**src/rtl/prd_pkg.sv**
```systemverilog
package prd_pkg;
  localparam int WORD_W  = 32;
  localparam int SPAN_W  = 16;
  localparam int CHUNK_W = SPAN_W + 1;

  localparam logic [CHUNK_W-1:0] FULL_SPAN = CHUNK_W'(1) << SPAN_W;
  localparam logic [CHUNK_W-1:0] HALF_SPAN = CHUNK_W'(1) << (SPAN_W - 1);

  typedef struct packed {
    logic [WORD_W-1:0] addr;
    logic [WORD_W-1:0] ctrl;
  } prd_ent_t;

  typedef enum logic [2:0] {
    ST_IDLE,
    ST_GEN,
    ST_FIN,
    ST_DRAIN,
    ST_END
  } ctl_state_t;

  // Control word for a chunk of len bytes (len in 1..65536).
  function automatic logic [WORD_W-1:0] enc_ctrl(input logic alt,
                                                 input logic [CHUNK_W-1:0] len);
    logic [SPAN_W-1:0] words_m1;
    words_m1 = {1'b0, len[CHUNK_W-1:2]} - SPAN_W'(1);
    if (alt) enc_ctrl = {words_m1, {SPAN_W{1'b0}}};
    else     enc_ctrl = {{SPAN_W{1'b0}}, len[SPAN_W-1:0]};
  endfunction
endpackage

```
**src/rtl/prd_chunk_calc.sv**
```systemverilog
module prd_chunk_calc
  import prd_pkg::*;
(
  input  logic [WORD_W-1:0]  cur_addr,
  input  logic [WORD_W-1:0]  rem,
  input  logic               half2,
  input  logic               alt,
  output prd_ent_t           ent,
  output logic [CHUNK_W-1:0] step,
  output logic               split_first
);
  logic [CHUNK_W-1:0] span;
  logic [CHUNK_W-1:0] chunk;
  logic               full;

  always_comb begin
    span  = FULL_SPAN - {1'b0, cur_addr[SPAN_W-1:0]};
    chunk = (rem < WORD_W'(span)) ? rem[CHUNK_W-1:0] : span;
    full  = !alt && (chunk == FULL_SPAN);

    if (half2) begin
      ent.addr    = cur_addr + WORD_W'(HALF_SPAN);
      ent.ctrl    = enc_ctrl(1'b0, HALF_SPAN);
      step        = FULL_SPAN;
      split_first = 1'b0;
    end else if (full) begin
      ent.addr    = cur_addr;
      ent.ctrl    = enc_ctrl(1'b0, HALF_SPAN);
      step        = '0;
      split_first = 1'b1;
    end else begin
      ent.addr    = cur_addr;
      ent.ctrl    = enc_ctrl(alt, chunk);
      step        = chunk;
      split_first = 1'b0;
    end
  end
endmodule

```
**src/rtl/prd_entry_pipe.sv**
```systemverilog
module prd_entry_pipe
  import prd_pkg::*;
(
  input  logic              clk,
  input  logic              rst_n,
  input  logic              push,
  input  prd_ent_t          push_ent,
  input  logic              finish,
  input  logic              mark,
  input  logic              drop,
  input  logic              ent_ready,
  output logic              pend_v,
  output logic              out_free,
  output logic              ent_valid,
  output logic [WORD_W-1:0] ent_addr,
  output logic [WORD_W-1:0] ent_ctrl
);
  prd_ent_t pend_q;
  prd_ent_t out_q;
  logic     out_v;
  logic     move;

  assign out_free  = !out_v || ent_ready;
  assign move      = (push || finish) && pend_v;
  assign ent_valid = out_v;
  assign ent_addr  = out_q.addr;
  assign ent_ctrl  = out_q.ctrl;

  always_ff @(posedge clk) begin
    if (!rst_n) begin
      pend_v <= 1'b0;
      out_v  <= 1'b0;
      pend_q <= '0;
      out_q  <= '0;
    end else begin
      if (out_v && ent_ready) out_v <= 1'b0;
      if (move) begin
        out_v      <= 1'b1;
        out_q.addr <= pend_q.addr;
        out_q.ctrl <= {pend_q.ctrl[WORD_W-1] | (finish & mark),
                       pend_q.ctrl[WORD_W-2:0]};
      end
      if (push) begin
        pend_q <= push_ent;
        pend_v <= 1'b1;
      end else if (finish || drop) begin
        pend_v <= 1'b0;
      end
    end
  end
endmodule

```
**src/rtl/prd_seg_ctl.sv**
```systemverilog
module prd_seg_ctl
  import prd_pkg::*;
#(
  parameter int MAX_ENTRIES = 256,
  localparam int CNT_W = $clog2(MAX_ENTRIES + 1)
) (
  input  logic               clk,
  input  logic               rst_n,
  input  logic               mode_alt,
  input  logic               seg_valid,
  output logic               seg_ready,
  input  logic [WORD_W-1:0]  seg_addr,
  input  logic [WORD_W-1:0]  seg_len,
  input  logic               seg_last,
  input  logic [CHUNK_W-1:0] step,
  input  logic               split_first,
  input  logic               pend_v,
  input  logic               out_free,
  input  logic               out_v,
  output logic [WORD_W-1:0]  addr_q,
  output logic [WORD_W-1:0]  rem_q,
  output logic               half2_q,
  output logic               alt_q,
  output logic               push,
  output logic               finish,
  output logic               mark,
  output logic               drop,
  output logic               done,
  output logic               done_ok,
  output logic [CNT_W-1:0]   done_count
);
  localparam logic [CNT_W-1:0] MAX_C = CNT_W'(MAX_ENTRIES);

  ctl_state_t       state;
  logic             last_q, fresh_q, ok_q;
  logic [CNT_W-1:0] cnt_q;
  logic             accept, eff_alt, misal, busy, ovf, fail_now;

  always_comb begin
    seg_ready = (state == ST_IDLE) || (state == ST_DRAIN);
    accept    = seg_valid && seg_ready;
    eff_alt   = fresh_q ? mode_alt : alt_q;
    misal     = (seg_len != '0) &&
                (eff_alt ? ((|seg_addr[1:0]) || (|seg_len[1:0]))
                         : (seg_addr[0] || seg_len[0]));
    busy      = (rem_q != '0);
    ovf       = (state == ST_GEN) && busy && (cnt_q == MAX_C);
    push      = (state == ST_GEN) && busy && !ovf && (!pend_v || out_free);
    finish    = (state == ST_FIN) && pend_v && out_free;
    mark      = !alt_q;
    fail_now  = ((state == ST_IDLE) && accept && misal) || ovf;
    drop      = fail_now;
  end

  always_ff @(posedge clk) begin
    if (!rst_n) begin
      state      <= ST_IDLE;
      addr_q     <= '0;
      rem_q      <= '0;
      half2_q    <= 1'b0;
      alt_q      <= 1'b0;
      last_q     <= 1'b0;
      fresh_q    <= 1'b1;
      ok_q       <= 1'b1;
      cnt_q      <= '0;
      done       <= 1'b0;
      done_ok    <= 1'b0;
      done_count <= '0;
    end else begin
      done <= 1'b0;
      unique case (state)
        ST_IDLE: if (accept) begin
          fresh_q <= 1'b0;
          if (fresh_q) alt_q <= mode_alt;
          addr_q  <= seg_addr;
          rem_q   <= seg_len;
          last_q  <= seg_last;
          half2_q <= 1'b0;
          if (misal) begin
            ok_q  <= 1'b0;
            state <= seg_last ? ST_END : ST_DRAIN;
          end else begin
            state <= ST_GEN;
          end
        end
        ST_GEN: begin
          if (!busy) begin
            state <= last_q ? ST_FIN : ST_IDLE;
          end else if (ovf) begin
            ok_q  <= 1'b0;
            state <= last_q ? ST_END : ST_DRAIN;
          end else if (push) begin
            cnt_q <= cnt_q + CNT_W'(1);
            if (split_first) begin
              half2_q <= 1'b1;
            end else begin
              half2_q <= 1'b0;
              addr_q  <= addr_q + WORD_W'(step);
              rem_q   <= rem_q - WORD_W'(step);
            end
          end
        end
        ST_FIN: begin
          if (!pend_v) begin
            ok_q  <= 1'b0;
            state <= ST_END;
          end else if (out_free) begin
            state <= ST_END;
          end
        end
        ST_DRAIN: if (accept && seg_last) state <= ST_END;
        ST_END: if (!out_v) begin
          done       <= 1'b1;
          done_ok    <= ok_q;
          done_count <= ok_q ? cnt_q : '0;
          cnt_q      <= '0;
          ok_q       <= 1'b1;
          fresh_q    <= 1'b1;
          state      <= ST_IDLE;
        end
        default: state <= ST_IDLE;
      endcase
    end
  end
endmodule

```
**src/rtl/prd_builder.sv**
```systemverilog
module prd_builder
  import prd_pkg::*;
#(
  parameter int MAX_ENTRIES = 256,
  localparam int CNT_W = $clog2(MAX_ENTRIES + 1)
) (
  input  logic              clk,
  input  logic              rst_n,
  input  logic              mode_alt,
  input  logic              seg_valid,
  output logic              seg_ready,
  input  logic [WORD_W-1:0] seg_addr,
  input  logic [WORD_W-1:0] seg_len,
  input  logic              seg_last,
  output logic              ent_valid,
  input  logic              ent_ready,
  output logic [WORD_W-1:0] ent_addr,
  output logic [WORD_W-1:0] ent_ctrl,
  output logic              done,
  output logic              done_ok,
  output logic [CNT_W-1:0]  done_count
);
  logic [WORD_W-1:0]  addr_q, rem_q;
  logic               half2_q, tbl_alt;
  prd_ent_t           gen_ent;
  logic [CHUNK_W-1:0] step;
  logic               split_first;
  logic               push, finish, mark, drop, pend_v, out_free;

  prd_chunk_calc u_calc (
    .cur_addr    (addr_q),
    .rem         (rem_q),
    .half2       (half2_q),
    .alt         (tbl_alt),
    .ent         (gen_ent),
    .step        (step),
    .split_first (split_first)
  );

  prd_seg_ctl #(.MAX_ENTRIES(MAX_ENTRIES)) u_ctl (
    .clk         (clk),
    .rst_n       (rst_n),
    .mode_alt    (mode_alt),
    .seg_valid   (seg_valid),
    .seg_ready   (seg_ready),
    .seg_addr    (seg_addr),
    .seg_len     (seg_len),
    .seg_last    (seg_last),
    .step        (step),
    .split_first (split_first),
    .pend_v      (pend_v),
    .out_free    (out_free),
    .out_v       (ent_valid),
    .addr_q      (addr_q),
    .rem_q       (rem_q),
    .half2_q     (half2_q),
    .alt_q       (tbl_alt),
    .push        (push),
    .finish      (finish),
    .mark        (mark),
    .drop        (drop),
    .done        (done),
    .done_ok     (done_ok),
    .done_count  (done_count)
  );

  prd_entry_pipe u_pipe (
    .clk       (clk),
    .rst_n     (rst_n),
    .push      (push),
    .push_ent  (gen_ent),
    .finish    (finish),
    .mark      (mark),
    .drop      (drop),
    .ent_ready (ent_ready),
    .pend_v    (pend_v),
    .out_free  (out_free),
    .ent_valid (ent_valid),
    .ent_addr  (ent_addr),
    .ent_ctrl  (ent_ctrl)
  );
endmodule

```
**config.mk**
```make
export PLATFORM = sky130hd
export DESIGN_NAME = prd_builder
export DESIGN_NICKNAME = d
export VERILOG_FILES = /design/src/rtl/prd_pkg.sv /design/src/rtl/prd_chunk_calc.sv /design/src/rtl/prd_entry_pipe.sv /design/src/rtl/prd_seg_ctl.sv /design/src/rtl/prd_builder.sv
export SDC_FILE = /design/constraint.sdc
export NUM_CORES = 1
export LEC_CHECK = 0
export BUFFER_PORTS_ARGS = -buffer_cell sky130_fd_sc_hd__buf_2
export CAP_MARGIN = 10
export CORE_MARGIN = 8
export CORE_UTILIZATION = 31
export DETAILED_ROUTE_END_ITERATION = 6
export PLACE_DENSITY = 0.45
export SLEW_MARGIN = 15
export SYNTH_ARGS = -nofsm -noshare
export SYNTH_HDL_FRONTEND = slang
export SYNTH_SLANG_ARGS = --single-unit
```
**constraint.sdc**
```tcl
create_clock -name clk -period 10.5 [get_ports clk]
set_input_delay 2.625 -clock clk [delete_from_list [all_inputs] [get_ports clk]]
set_output_delay 2.625 -clock clk [all_outputs]
set_load 0.1 [all_outputs]
```
Yosys cells after proc, flatten, opt, wreduce, memory -nomap -nowiden:

Cells that the tools add are included.

* add/subtract/negate cells: 6
* $mul: 0
* div/mod/pow operators: 0
* $lt $le $gt $ge: 1
* eq/ne operators: 18
* shift operators: 0
* mux-type cells: 59
* bitwise logic cells: 3
* reductions and logical operators: 46

Operators by type and width (number)
* two-way mux 32 bit: 12
* one-hot mux 32 bit (2 select lines): 2
* two-way mux 64 bit: 1
* nonzero test 32 bit: 2
* two-way mux 17 bit: 3
* two-way mux 9 bit: 5
* adder 32 x 16 -> 32 bit (second input constant): 1
* adder 32 x 17 -> 32 bit: 1
* less-than comparator 32 x 17 -> 1 bit: 1
* subtractor 32 x 17 -> 32 bit: 1
* two-way mux 3 bit: 10
* two-way mux 1 bit: 20
* one-hot mux 9 bit (2 select lines): 1
* equality test 17 bit (second input constant): 1
* subtractor 17 x 16 -> 17 bit (first input constant): 1
* subtractor 15 x 1 -> 16 bit (second input constant): 1
* one-hot mux 3 bit (5 select lines): 1
* AND reduction 5 bit: 3
* logical AND 1 bit: 14
* != test 2 x 1 -> 1 bit (second input constant): 5
* != test 2 bit (second input constant): 5
* nonzero test 2 bit: 5
* adder 9 x 1 -> 9 bit (second input constant): 1
* equality test 9 bit (second input constant): 1
* other kinds (19): 35

* register bits: 222
* latch bits: 0
* RAM bits: 0
* bits in read-only memories: 0
* input port bits: 70
* output and inout bits: 77
* memories kept: 0

Longest topological paths before layout:

Gate-level depths: netlist of the first run.

* word-level depth: 13
* gate-level depth with buffers: 39

By module:

A second synthesis of the first run with hierarchy kept.

* cell total of the unflattened synthesis: 1721
* area, all modules: 13659.4 um^2

Modules (own cells, without submodules)
* prd_seg_ctl: times used 1, cells each 854, area each 6547.5 um^2, seq. area each 1841.8 um^2
* prd_entry_pipe: times used 1, cells each 499, area each 4615.7 um^2, seq. area each 2602.5 um^2
* prd_chunk_calc: times used 1, cells each 368, area each 2496.1 um^2, seq. area each 0.0 um^2

Worst setup path after synthesis of the first run:

Ideal clock, no wire load.

* kind: reg2reg
* from: reg u_ctl.addr_q[7]
* to: reg u_ctl.addr_q[28]
* arrival: 6937 ps
* data required time: 10430 ps
* slack: 3492 ps
* stages on the path, launching flop included: 36
* buffers on the path: 5
* clock period less this slack: 7008 ps
* cell sequence: dfxtp_1 -> clkbuf_1 -> or4_1 -> nor3_2 -> nand2_1 -> xnor2_1 -> ha_1 -> a21o_1 -> a21oi_1 -> nor2b_1 -> o41a_1 -> buf_2 -> nor2_8 -> buf_8 -> buf_4 -> nor2_1 -> a21oi_1 -> ha_1 -> nor4b_1 -> nand2_1 -> nor2_1 -> mux2_4 -> clkbuf_1 -> nor2_1 -> nand2b_1 -> inv_1 -> ha_1 -> a21o_1 -> a21oi_1 -> o21ai_0 -> a31oi_1 -> o41ai_1 -> nand4_1 -> xor2_1 -> a211o_1 -> a21oi_1

* word-level cells in the longest chain between the ends: 13
* elaborated cells between the ends (all ways): 17

Ends and longest elaborated chain
* start, declared: line prd_seg_ctl.sv:20 `output logic [WORD_W-1:0] addr_q,`
* start signal, assigned: line prd_seg_ctl.sv:75 `addr_q <= seg_addr;`
* start signal, assigned: line prd_seg_ctl.sv:98 `addr_q <= addr_q + WORD_W'(step);`
* subtractor 17 x 16 -> 17 bit: line prd_chunk_calc.sv:17 `span = FULL_SPAN - {1'b0, cur_addr[SPAN_W-1:0]};`
* less-than comparator 32 x 17 -> 1 bit: line prd_chunk_calc.sv:18 `chunk = (rem < WORD_W'(span)) ? rem[CHUNK_W-1:0] : span;`
* two-way mux 17 bit: line prd_chunk_calc.sv:18
* equality test 17 bit: line prd_chunk_calc.sv:19 `full = !alt && (chunk == FULL_SPAN);`
* logical AND 1 bit: line prd_chunk_calc.sv:19
* two-way mux 17 bit: line prd_chunk_calc.sv:26 `end else if (full) begin`
* two-way mux 17 bit: line prd_chunk_calc.sv:21 `if (half2) begin`
* adder 32 x 17 -> 32 bit: line prd_seg_ctl.sv:98
* two-way mux 32 bit: line prd_seg_ctl.sv:94 `if (split_first) begin`
* two-way mux 32 bit: line prd_seg_ctl.sv:92 `end else if (push) begin`
* two-way mux 32 bit: line prd_seg_ctl.sv:89 `end else if (ovf) begin`
* two-way mux 32 bit: line prd_seg_ctl.sv:87 `if (!busy) begin`
* one-hot mux 32 bit (2 select lines): line prd_seg_ctl.sv:71 `unique case (state)`

Several ways; a longest one is shown, not always the timed one. The select of a mux whose other input is x is not followed.
A chain may end at the register's enable or synchronous reset.

Worst setup path after layout of the first run:

Same ends and word-level chain as after synthesis.

==> results of run 1 <==
## kinds of logic (layout without fill, tap and decap cells)
kind of cell,count (synthesis),after routing,synth area share (%)
AOI/OAI and AO/OA,459,459,22.49
xor gates and xnor gates,73,73,5.114
adders and majority gates,60,60,6.053
buffers and inverters,166,260,5.341
DFF,222,222,35.13
muxes,17,17,1.395
and+or+nand+nor,683,683,24.47
## final cells by class
type	instances	area (um^2)
Fill cell	4421	25950
Sequential cell	222	4444
Multi-Input combinational cell	1292	7553
Inverter	50	190.2
Tap cell	532	665.6
Clock buffer	38	767.0
Timing Repair Buffer	160	835.8
Clock inverter	12	143.9
## report_power, final
part	total (W)	internal, W	switching [W]
logic	0.00292	0.00110	0.00183
clock network	0.000962	0.000563	0.000398
registers	0.00130	0.00102	0.000280
## registers in the layout (all words and copies together) (netlist names)
| signal | cells |
|---|---|
| u_pipe.ent_ctrl | 32 |
| u_ctl.alt_q | 1 |
| u_ctl.last_q | 1 |
| u_ctl.half2_q | 1 |
| u_pipe.pend_v | 1 |
| u_ctl.done_ok | 1 |
| u_pipe.ent_addr | 32 |
| u_pipe.pend_q | 64 |
| u_ctl.done_count | 9 |
| u_ctl.cnt_q | 9 |
| u_ctl.rem_q | 32 |
| u_ctl.ok_q | 1 |
| u_ctl.state | 3 |
| u_ctl.done | 1 |
| u_ctl.fresh_q | 1 |
| u_ctl.addr_q | 32 |
| u_pipe.ent_valid | 1 |
## layout by cell type (no fill, tap or decap), drive strengths merged, types with 5 or more instances in the layout
cell and count:
nand2 315, dfxtp 222, a21oi 192, nor2 165
buf 160, o21ai 84, ha 58, inv 51
xnor2 45, nand3 42, clkbuf 38, a211oi 35
nor3 35, xor2 28, or3 22, nand2b 22
a31oi 17, nand4 15, a21o 15, mux2i 15
o211ai 15, nor4 15, a311oi 11, a22o 11
nor2b 9, and3 7, o21a 7, o41ai 7
or4 7, a41oi 6, o31ai 6, clkinv 6
nor4b 5, o22ai 5, o21bai 5, o221a 5
and2 5, nand3b 5
## routing by layer
layer / vias to the layer above / routed length (um) / GRT usage (%)
met4: 0 / 1018 / 4.971
met1: 5684 / 20980 / 24.88
met5: - / 0 / 0
met2: 255 / 19350 / 27.76
li1: 6066 / - / -
met3: 59 / 2270 / 2.857
## stage by stage
stage          utilization [%]  area, um^2  total power [W]  std cells  hold slack, ns
5_1_grt                  36.00       14600         0.005626       2306          0.4602
4_1_cts                  36.00       14600         0.005210       2306          0.4501
6_report                 36.00       14600         0.005183       2306          0.4459
3_3_place_gp             33.76       13690         0.004218       2256          0.4376
3_5_place_dp             33.76       13690         0.004214       2256          0.4419
2_1_floorplan                -       12650         0.003469       1680          0.4154
## worst max path at each step
stage               slack [ns]                to  depth (start not counted)
floorplan                 3.49  u_ctl.addr_q[28]                         35
global placement          2.32  u_ctl.addr_q[28]                         29
detailed placement        2.11   u_ctl.rem_q[31]                         26
CTS                       2.10   u_ctl.rem_q[31]                         26
global route              1.39  u_ctl.addr_q[28]                         29
finish                    1.93  u_ctl.addr_q[28]                         29
## worst register-to-register path, delay by kind of cell, from the launching register on
kind,cells,cell delay (ns)
simple gates,13,3.71
flops,1,0.42
fa+ha+maj,3,1.05
mux,1,0.28
compound gates,9,2.57
xor+xnor,1,0.16
buf+inv,2,0.31
==> results.toml, run 1 <==
[pwr]
powerDensity_nw_per_um2 = 355.0
leakage_nw = 5.661
peakVddDrop_mv = 0.1407

[worst_hold_path]
hp-start = "u_pipe.ent_addr[0]"
min_path_type = "flip-flop to flip-flop"
holdPathStages = 2
whs_endpoint = "u_pipe.ent_addr[0]"

[route]
wirelength_um = 43620
vias = 12060
drtIter0Drc = 755
dr.pass1.iters = 5
drc = 0
antenna_left = 0
wl_per_cell_um = 18.92
vias_per_cell = 5.232

[critical_path]
slowest_stage = "nor4b_1"
rr_startpoint = "u_ctl.addr_q[7]"
worstPathMaxFanout = 42
crit_type = "flip-flop to flip-flop"
cp_num_buf_inv = 2
startpoint_type = "flip-flop"
cpPeakStageDelay_ns = 0.96
endpoint_kind = "flip-flop"
worst_r2r_path_depth = 29
r2r_end = "u_ctl.addr_q[28]"
timing.critical_path.required_ns = 10.99
worst-endpoint-arrival_ns = 9.06
rrSetupSlack_ns = 1.93
cpLargestDelayFamily = "simple AND/OR/NAND/NOR gates"
timing.critical_path.from = "u_ctl.addr_q[7]"

[sta]
period_share_pct = 81.59
fmax_ghz = 0.1167
finalSetupViolCount = 0
fin_crit_ns = 8.567
drv_slew = 0
fin_tns_setup_ns = 0
setup_ws_ns = 1.933
worst_slew_pin_slew_ns = 1.172
max_slew_margin_pct = 20.74
hold_viol_final = 0
rsz0062_at_grt = "no"
skew_ns = 0.008463

[yosys]
synth_top_area_share_pct = 35.13
yosys_register_bits = 222
yosysWarningCount = 0
ys_top_cells_by_count = "315 x nand2_1, 222 x dfxtp_1, 191 x a21oi_1"
synth-async-reset-ratio_pct = 0
netlist_instances = 1680
syn_area_per_cell_um2 = 7.530
yosysMostFrequentCell = "nand2_1"
syn_nets = 1810
synth_cell_type_count = 81
ys.flop_type = "dfxtp_1"
syn-cell-area_um2 = 12650
synth_edf_count = 0
yosys.area.top_type = "dfxtp_1"
yosysSeqAreaShare_pct = 35.13
synth_area_leaders = "dfxtp_1 35%, nand2_1 9.3%, a21oi_1 7.6%"

[cts]
cts_tree = "built"
cts_max_level = 1
cts_hold_buffers = 0
cts.reportedPaths.clkPinSlew_ns = 0.06
postCtsSetupRepairBufs = 0
clock_sinks = 222
clock-root-buffer = "clkbuf_16"
cts_buffers = 27
ctsResizeCount = 0
insertion_delay_ns = 0.56
cts_buffer_depth = 3

[global_route]
grt_max_degree = 86
grt_pass1_wl_um = 67940
grt_pass1_vias = 11560
grt_overflow = 0
antenna_found_initial = 0
grt.total_usage_pct = 17.74

[place]
dp_hpwl_um = 32140
port_buffers = 146
dpl_worst_slack_ns = 2.112
routabilityCongestion = 0.8544

[floorplanning]
core_um2 = 40550
die-width_um = 218.0
rows = 74
dieArea_um2 = 47530
start_util_pct = 31.19
die_h_um = 218.0
num_io_pins = 147

[cells_and_area]
layout.nets = 1883
synthToLayoutAreaGrowth_pct = 15.42
diodes = 0
layout-drive-gt1-share_pct = 13.42

[run]
drv_cap = 0

[outcome]
status = "complete, no violations"
Power figures use the tool's default switching activity.
==> run 2, diff against run 1 <==
--- a/config.mk
+++ b/config.mk
@@ -10,7 +10,7 @@
 export CORE_MARGIN = 8
 export CORE_UTILIZATION = 31
 export DETAILED_ROUTE_END_ITERATION = 6
-export PLACE_DENSITY = 0.45
+export PLACE_DENSITY = 0.46
 export SLEW_MARGIN = 15
 export SYNTH_ARGS = -nofsm -noshare
 export SYNTH_HDL_FRONTEND = slang
==> constraint.sdc (replaced) <==
create_clock -name clk -period 7 [get_ports clk]
set_input_delay 1.75 -clock clk [delete_from_list [all_inputs] [get_ports clk]]
set_output_delay 1.75 -clock clk [all_outputs]
set_load 0.1 [all_outputs]
==> run 2 against run 1 <==
Net effect: flip-flop and latch count unchanged; core utilization increased by 1.3 points; sequential share of layout area decreased by 1.1 points; global-route usage increased by 0.79 points; hold slack got worse by 0.0058 ns; largest power group unchanged.
==> results.toml, run 2 (same netlist as run 1, synthesis figures left out) <==
[critical_path]
cpPeakStageDelay_ns = 0.67
slowest_stage = "or4b_2"
crit_type = "flip-flop to flip-flop"
worst_r2r_path_depth = 28
cpLargestDelayFamily = "simple AND/OR/NAND/NOR gates"
startpoint_type = "flip-flop"
worst-endpoint-arrival_ns = 7.02
r2r_end = "u_ctl.rem_q[20]"
rr_startpoint = "u_ctl.addr_q[7]"
rrSetupSlack_ns = 0.47
timing.critical_path.required_ns = 7.49
cp_num_buf_inv = 1
endpoint_kind = "flip-flop"
worstPathMaxFanout = 12

[global_route]
grt.total_usage_pct = 18.53
antenna_found_initial = 1
grt_overflow = 0
grt_pass1_vias = 12000
grt_max_degree = 86
grt_pass1_wl_um = 70580

[place]
dp_hpwl_um = 33940
place_inst = 2296
routabilityCongestion = 0.8907
port_buffers = 146
dpl_worst_slack_ns = 0.2309

[route]
vias = 12330
wirelength_um = 45580
dr.pass1.iters = 5
drtIter0Drc = 880
antenna_left = 0
vias_per_cell = 5.252
wl_per_cell_um = 19.42
drc = 0

[cells_and_area]
layout-drive-gt1-share_pct = 16.36
layout.nets = 1927
diodes = 0
largest-register = "u_pipe.pend_q"
mostFrequentLayoutCells = "313 x nand2_1, 221 x dfxtp_1, 189 x a21oi_1, 163 x nor2_1, 146 x buf_2"
layout_commonest_cell = "nand2_1"
synthToLayoutAreaGrowth_pct = 19.63
fin_cells = 2347
fin_util_pct = 37.32
largest_reg_flops = 64

[pwr]
peakVddDrop_mv = 0.2134
leakage_nw = 5.955
power_w = 0.008367
powerDensity_nw_per_um2 = 552.9

[sta]
fmax_ghz = 0.1531
drv_slew = 0
fin_tns_setup_ns = 0
setup_ws_ns = 0.4667
period_share_pct = 93.33
worst_slew_pin_slew_ns = 0.9608
fin_crit_ns = 6.533
skew_ns = 0.01350
hold_viol_final = 0
max_slew_margin_pct = 35.94
finalSetupViolCount = 0

[cts]
cts_max_level = 1
clock_sinks = 222
cts.reportedPaths.clkPinSlew_ns = 0.06
cts_tree = "built"
cts_buffers = 28
insertion_delay_ns = 0.57
clock-root-buffer = "clkbuf_16"
cts_buffer_depth = 3

[worst_hold_path]
whs_endpoint = "u_pipe.pend_q[21]"
hp-start = "u_pipe.pend_q[21]"
min_path_type = "flip-flop to flip-flop"
holdPathStages = 2

[floorplanning]
start_util_pct = 31.19
die_h_um = 218.0
dieArea_um2 = 47530
core_um2 = 40550
rows = 74
num_io_pins = 147
die-width_um = 218.0

[run]
drv_cap = 0

[outcome]
status = "complete, no violations"
## run 2: changes by cell type in the layout (fill, tap and decap cells not counted), moves of 3 or more
cell,previous run,this run
o21ai_0,82,78
buf_12,0,3
nor3_1,32,29
buf_4,14,54
bufinv_16,2,5
o21ai_1,2,5
## run 2: stage by stage
stage	hold slack, ns	area (um^2)
2_1_floorplan	0.4154	12660
3_3_place_gp	0.4378	14030
3_5_place_dp	0.4356	14030
4_1_cts	0.4449	15020
5_1_grt	0.4611	15130
6_report	0.4401	15130
## run 2: worst reg2reg max path, delay by kind of cell, from the launching register on
family / cells / cell delay, ns
flops: 1 / 0.31
mux: 1 / 0.35
simple gates: 13 / 2.90
xor+xnor: 1 / 0.16
compound gates: 9 / 1.82
fa+ha+maj: 3 / 0.75
buf+inv: 1 / 0.15
## run 2: per-layer routing
metal | GRT usage (%) | vias to the layer above | wire, um
met2 | 29.41 | 317 | 20050
met3 | 3.190 | 56 | 2778
met1 | 25.69 | 5799 | 21710
met4 | 4.769 | 2 | 1021
met5 | 0 | - | 13
li1 | - | 6153 | -
## run 2: area by class of cell
cell class | instances | area [um^2]
well taps | 532 | 665.6
clock buffers | 36 | 760.7
clock inverters | 12 | 224.0
repair buffers | 203 | 1196
fillers | 4347 | 25420
multi-input cells | 1292 | 7651
flip-flops and latches | 222 | 4446
inverters | 50 | 190.2
## run 2: worst max path at each step
stage	cells past startpoint	to	startpoint
floorplan	33	u_ctl.addr_q[31]	u_ctl.addr_q[7]
global placement	27	u_ctl.rem_q[20]	u_ctl.addr_q[7]
detailed placement	27	u_ctl.rem_q[16]	u_ctl.addr_q[7]
CTS	28	u_ctl.rem_q[16]	u_ctl.addr_q[7]
global route	31	u_ctl.rem_q[20]	u_ctl.addr_q[4]
finish	28	u_ctl.rem_q[20]	u_ctl.addr_q[7]
## run 2: timing repair
item | 4_1_cts | 5_1_grt
endpoints found under the setup margin | 0 | 33
resized for setup | 0 | 24
hold buffers | 0 | 0
buffers inserted | 0 | 3
## run 2: power breakdown
group	internal [W]	total, W	switching [W]
Clock	0.000953	0.00155	0.000595
Sequential	0.00153	0.00187	0.000343
Combinational	0.00190	0.00495	0.00304
